$ cat src/rtl/mar_pkg.sv
package mar_pkg;

   typedef enum logic [1:0] {
      MT_NORMAL = 2'd0,
      MT_DEVICE = 2'd1,
      MT_STRONG = 2'd2,
      MT_RSVD   = 2'd3
   } mtype_e;

   typedef enum logic [1:0] {
      CA_NC    = 2'd0,
      CA_WT    = 2'd1,
      CA_WB_RA = 2'd2,
      CA_WB_NA = 2'd3
   } cache_e;

   localparam int unsigned NPATH    = 2;
   localparam int unsigned PATH_CCH = 0;
   localparam int unsigned PATH_BYP = 1;

   typedef struct packed {
      logic       to_cache;
      logic       alloc;
      logic       coherent;
      logic [1:0] kind;
      logic       sys_shr;
      logic [1:0] outer;
   } route_t;

endpackage

$ cat src/rtl/mar_classify.sv
module mar_classify
   import mar_pkg::*;
(
   input  logic       write,
   input  logic [1:0] mtype,
   input  logic [1:0] icache,
   input  logic [1:0] ocache,
   input  logic [1:0] shr,
   output route_t     route
);
   mtype_e mt;
   cache_e ic;
   logic   ordered;
   logic   any_shr;
   logic   inner_wb;

   always_comb begin
      mt       = mtype_e'(mtype);
      ic       = cache_e'(icache);
      ordered  = (mt != MT_NORMAL);
      any_shr  = |shr;
      inner_wb = (ic == CA_WB_RA) || (ic == CA_WB_NA);

      route          = '0;
      route.to_cache = !ordered && inner_wb;
      route.alloc    = route.to_cache && (ic == CA_WB_RA);
      route.coherent = route.to_cache && shr[0];
      route.kind     = {ordered, write};
      // device types ignore shareability; shared normal pages are demoted
      route.sys_shr  = !ordered && any_shr;
      route.outer    = (ordered || any_shr) ? CA_NC : ocache;
   end
endmodule

$ cat src/rtl/mar_out_stage.sv
module mar_out_stage
   import mar_pkg::*;
#(
   parameter int unsigned ADDR_W = 32
) (
   input  logic              clk,
   input  logic              rst_n,
   input  logic              in_valid,
   output logic              in_ready,
   input  logic [ADDR_W-1:0] in_addr,
   input  logic              in_write,
   input  route_t            in_route,
   input  logic [NPATH-1:0]  path_ready,
   output logic [NPATH-1:0]  path_valid,
   output logic [ADDR_W-1:0] q_addr,
   output logic              q_write,
   output route_t            q_route
);
   logic full;
   logic sel_ready;
   logic [NPATH-1:0] path_sel;

   assign path_sel[PATH_CCH] = q_route.to_cache;
   assign path_sel[PATH_BYP] = !q_route.to_cache;

   generate
      for (genvar p = 0; p < NPATH; p++) begin : g_path
         assign path_valid[p] = full && path_sel[p];
      end
   endgenerate

   assign sel_ready = |(path_sel & path_ready);
   assign in_ready  = !full || sel_ready;

   always_ff @(posedge clk or negedge rst_n) begin
      if (!rst_n) begin
         full    <= 1'b0;
         q_addr  <= '0;
         q_write <= 1'b0;
         q_route <= '0;
      end else if (in_ready) begin
         full <= in_valid;
         if (in_valid) begin
            q_addr  <= in_addr;
            q_write <= in_write;
            q_route <= in_route;
         end
      end
   end
endmodule

$ cat src/rtl/mem_attr_router.sv
module mem_attr_router
   import mar_pkg::*;
#(
   parameter int unsigned ADDR_W = 32
) (
   input  logic              clk,
   input  logic              rst_n,
   input  logic              in_valid,
   output logic              in_ready,
   input  logic [ADDR_W-1:0] in_addr,
   input  logic              in_write,
   input  logic [1:0]        in_mtype,
   input  logic [1:0]        in_icache,
   input  logic [1:0]        in_ocache,
   input  logic [1:0]        in_shr,
   output logic              cch_valid,
   input  logic              cch_ready,
   output logic [ADDR_W-1:0] cch_addr,
   output logic              cch_write,
   output logic              cch_alloc,
   output logic              cch_coherent,
   output logic              byp_valid,
   input  logic              byp_ready,
   output logic [ADDR_W-1:0] byp_addr,
   output logic [1:0]        byp_kind,
   output logic              byp_shared,
   output logic [1:0]        byp_outer
);
   generate
      if (ADDR_W < 8 || ADDR_W > 64) begin : g_bad_addr_w
         $error("mem_attr_router: ADDR_W must lie in 8..64");
      end
   endgenerate

   route_t            cls_route;
   route_t            q_route;
   logic [ADDR_W-1:0] q_addr;
   logic              q_write;
   logic [NPATH-1:0]  pv;
   logic [NPATH-1:0]  pr;

   mar_classify u_cls (
      .write  (in_write),
      .mtype  (in_mtype),
      .icache (in_icache),
      .ocache (in_ocache),
      .shr    (in_shr),
      .route  (cls_route)
   );

   assign pr[PATH_CCH] = cch_ready;
   assign pr[PATH_BYP] = byp_ready;

   mar_out_stage #(.ADDR_W(ADDR_W)) u_stage (
      .clk        (clk),
      .rst_n      (rst_n),
      .in_valid   (in_valid),
      .in_ready   (in_ready),
      .in_addr    (in_addr),
      .in_write   (in_write),
      .in_route   (cls_route),
      .path_ready (pr),
      .path_valid (pv),
      .q_addr     (q_addr),
      .q_write    (q_write),
      .q_route    (q_route)
   );

   assign cch_valid    = pv[PATH_CCH];
   assign cch_addr     = q_addr;
   assign cch_write    = q_write;
   assign cch_alloc    = q_route.alloc;
   assign cch_coherent = q_route.coherent;

   assign byp_valid  = pv[PATH_BYP];
   assign byp_addr   = q_addr;
   assign byp_kind   = q_route.kind;
   assign byp_shared = q_route.sys_shr;
   assign byp_outer  = q_route.outer;
endmodule

$ cat config.mk
export PLATFORM = sky130hd
export DESIGN_NAME = mem_attr_router
export DESIGN_NICKNAME = d
export VERILOG_FILES = /design/src/rtl/mar_pkg.sv /design/src/rtl/mar_classify.sv /design/src/rtl/mar_out_stage.sv /design/src/rtl/mem_attr_router.sv
export SDC_FILE = /design/constraint.sdc
export NUM_CORES = 1
export LEC_CHECK = 0
export ABC_CLOCK_PERIOD_IN_PS = 4440
export BUFFER_PORTS_ARGS = -buffer_cell sky130_fd_sc_hd__buf_2
export CORE_UTILIZATION = 31
export DETAILED_ROUTE_END_ITERATION = 12
export GPL_TIMING_DRIVEN = 0
export PLACE_DENSITY = 0.73
export SLEW_MARGIN = 10
export SYNTH_ARGS = -nofsm -noshare
export SYNTH_HDL_FRONTEND = slang
export SYNTH_SLANG_ARGS = --single-unit
$ cat constraint.sdc
create_clock -name clk -period 4.44 [get_ports clk]
set_input_delay 0.888 -clock clk [delete_from_list [all_inputs] [get_ports clk]]
set_output_delay 0.888 -clock clk [all_outputs]
set_load 0.05 [all_outputs]
==> flow_results.org <==
** Placed design
- IO buf count :: 119
- Placed wire-length estimate :: 2969 um
- At the end of routability-driven placement, the weighted congestion stood at 0.6755.

** Worst setup path
- The worst setup path is launched from an input pin.
- The critical path starts at cch_ready.
- STA classifies the critical path endpoint as a primary output.
- In this run the critical register-to-register path is launched from u_stage.q_route[7]$_DFFE_PN0P_.
- STA puts the critical path data required time at 3.55 ns.
- Highest net fanout along the worst path :: 6
- The worst register-to-register path has a setup slack of 2.85 ns.
- STA puts the critical path data arrival time at 1.91 ns.
- Critical path type :: input pin to primary output

** Global routing
- Entering global routing, the biggest net connects 42 pins.
- The first global-routing pass estimated 5878 um of wire.
- The total overflow left after global routing is 0.
- The initial antenna violation count came to 0.
- Via count of the first global-routing pass :: 1368
- Global routing used 11.77% of the available tracks.

** Power and ir drop
- Leakage power of the design :: 0.001411 uW
- Power per standard cell area :: 538.1 nW/um^2
- Peak supply drop :: 0.0002367 V

** Logic synthesis
- Number of synthesized register bits :: 41
- The synthesized design devotes to its leading area cell type 53.39% of total area.
- Proportion of register bits with asynchronous set or reset after synthesis :: 100.0%
- Synthesis produced a netlist with a net count of 193.
- A synthesized cell averages 13.07 um^2.
- Yosys instantiated no cell more often than dfrtp_1.
- Yosys mapped the design onto 24 distinct sky130hd cell types.
- Among all flip-flop cells after synthesis, the most frequent one is dfrtp_1.
- Of the synthesized area, sequential elements account for 53.39%.
- In this run the cell area of the synthesized design comes to 1922 um^2.
- Counting every instance in the synthesized netlist gives 147.
- Number of warnings printed during yosys synthesis :: 0
- Commonest cells in the netlist :: dfrtp_1, buf_4, mux2_2
- Leading cell types by total area after synthesis :: dfrtp_1, mux2_2, buf_4
- dfrtp_1 takes more of the synthesized area than any other cell.
- Number of enable-type register cells in the synthesized netlist :: 0

** Floorplan
- The floorplan step set the die height to 80.74 um.
- Cell Rows :: 28
- During I/O placement, the number of pins put on the boundary was 121.
- Once the floorplan was initialized, standard cells occupied 32.27% of the core.
- The die is 80.74 um wide.
- Core ar. :: 5956 um^2
- The die covers 6518 um^2.

** Timing
- The number of pins exceeding their max-slew limit in the final report is 0.
- Hold timing on the final database bottoms out at a slack of 0.5100 ns.
- Post-layout minimum cycle time :: 2.800 ns
- The number of failing hold endpoints at the final stage is 0.
- Number of endpoints failing setup at the final stage :: 0
- In this run the tightest slew margin relative to its limit is 40.34%.
- Summed over all failing endpoints, the final setup total negative slack is 0 ns.
- Unrepaired setup endpoints after global routing :: no
- Clock skew :: 0.007047 ns
- Dividing the final minimum period by the clock period gives 63.07%.
- Maximum clock rate :: 357.1 MHz
- For the pin with the worst max-slew slack, the measured transition is 0.8949 ns.

** Finish
- Number of antenna diodes :: 0
- Layout fillers :: 569
- Layout area overhead :: 40.04%
- The post-route netlist has 72.99% of its cells at a drive strength greater than 1.
- The sequential cells in the finished layout cover a total of 1026 um^2.
- For this run, the post-layout net count is 319.
- Multi-input gate area in the final layout :: 554.3 um^2

** Detailed routing
- Post-detailed-route count of antenna-violating nets :: 0
- Total Routed Length :: 3868 um
- For this block, the initial DRC count from the detailed router was 29.
- Number of vias in the routed layout :: 1460
- Router iterations before antenna repair :: 3
- In the routed layout, each cell is associated on average with a via count of 4.183.
- DRC errors left :: 0
- Wire length per cell after detailed routing :: 11.08 um

** Clock tree
- Total clock sinks :: 41
- Clock tree synthesis selected as its root buffer the cell clkbuf_8.
- Buffers added to address setup during post-CTS repair amount to 0.
- The number of gates resized after CTS was 0.
- After clock tree synthesis, the clock-pin slew on the worst setup and hold paths is 0.07 ns.
- For the worst-skew pair, the clock arrives at the later sink with an insertion delay of 0.29 ns.
- TritonCTS built the clock tree.
- Hold-fix buffers, CTS :: 0
- Max Root-Sink Buffers :: 2
- The number of clock buffers added by TritonCTS is 5.
- The clock tree synthesis step divided the H-tree into 2 levels.

** Hold path
- The min-delay analysis places its worst path in the category flip-flop to flip-flop.
- Launch instance of the worst min-delay path :: u_stage.q_route[6]$_DFFE_PN0P_

** Job
- The tool flagged a number of max-cap violations equal to 0.

** Outcome
- Result of the run :: complete, no violations
placed cells by master (no fill, tap or decap):
master / count
a21oi_1: 1
buf_6: 1
inv_1: 6
a21boi_2: 1
o22ai_1: 3
buf_8: 1
and2_1: 2
nand2b_1: 2
nor2_1: 3
dfrtp_1: 41
mux2_2: 29
clkbuf_1: 5
clkbuf_8: 5
o211ai_1: 1
mux2i_1: 1
nand3_1: 2
or3b_2: 1
buf_2: 119
o2bb2ai_1: 1
o21ai_0: 1
nor4_1: 1
mux2_4: 5
o22a_1: 1
nand2_1: 2
buf_4: 38
o32ai_1: 1
routing by layer:
metal,track usage (%),up-vias,wire length (um)
met5,0,-,0
li1,-,711,-
met4,3.214,0,42
met3,3.596,5,302
met1,13.65,673,1621
met2,20.93,71,1901
flip-flops by register name, indices dropped and copies added (netlist names):
name,flops
u_stage.q_route,8
u_stage.q_addr,32
u_stage.full,1
stage by stage:
step	utilization, %	total power, uW	instances	setup WS (ns)	instance area, um^2
floorplan	-	1072	147	1.920	1922
global placement	43.84	1221	341	1.661	2611
detailed placement	43.84	1231	341	1.653	2611
CTS	45.19	1470	349	1.642	2691
global route	45.19	1518	349	1.521	2691
finish	45.19	1448	349	1.640	2691
critical path: stages:
cell and delay (ns):
buf_2 0.10, mux2i_1 0.22, and2_1 0.16, clkbuf_1 0.22, inv_1 0.09, buf_2 0.22
layout make-up:
class,instances,share of cell area [%]
multi-input combinational,58,20.60
inverter,6,0.8368
sequential,41,38.12
timing repair buffer,119,22.13
clock buffer,8,2.975
buffer,42,11.85
tap,75,3.487
kinds of logic (layout without fill, tap and decap cells):
group / Yosys count / count (layout) / synth area share, %
flip-flops: 41 / 41 / 53.39
AND/OR/NAND/NOR: 13 / 13 / 3.581
multiplexers: 35 / 35 / 21.42
AO/OA/AOI/OAI: 10 / 10 / 3.841
buffers and inverters: 48 / 175 / 17.77
path summary, 6_finish.rpt:
check / depth (start not counted) / endpoint
worst max register to register: 5 / u_stage.q_addr[11]$_DFFE_PN0P_
min in group asynchronous: 1 / u_stage.q_addr[6]$_DFFE_PN0P_
worst min register to register: 1 / u_stage.q_route[6]$_DFFE_PN0P_
worst min-delay path: 1 / u_stage.q_route[6]$_DFFE_PN0P_
worst max-delay path: 6 / in_ready
max in group asynchronous: 1 / u_stage.q_addr[22]$_DFFE_PN0P_
power breakdown:
part	internal, uW	leakage (uW)	switching, uW
clock	112	0.0000395	120
sequential	433	0.000488	42.7
combinational	222	0.000884	519
total	767	0.00141	682
Power figures use the tool's default switching activity.
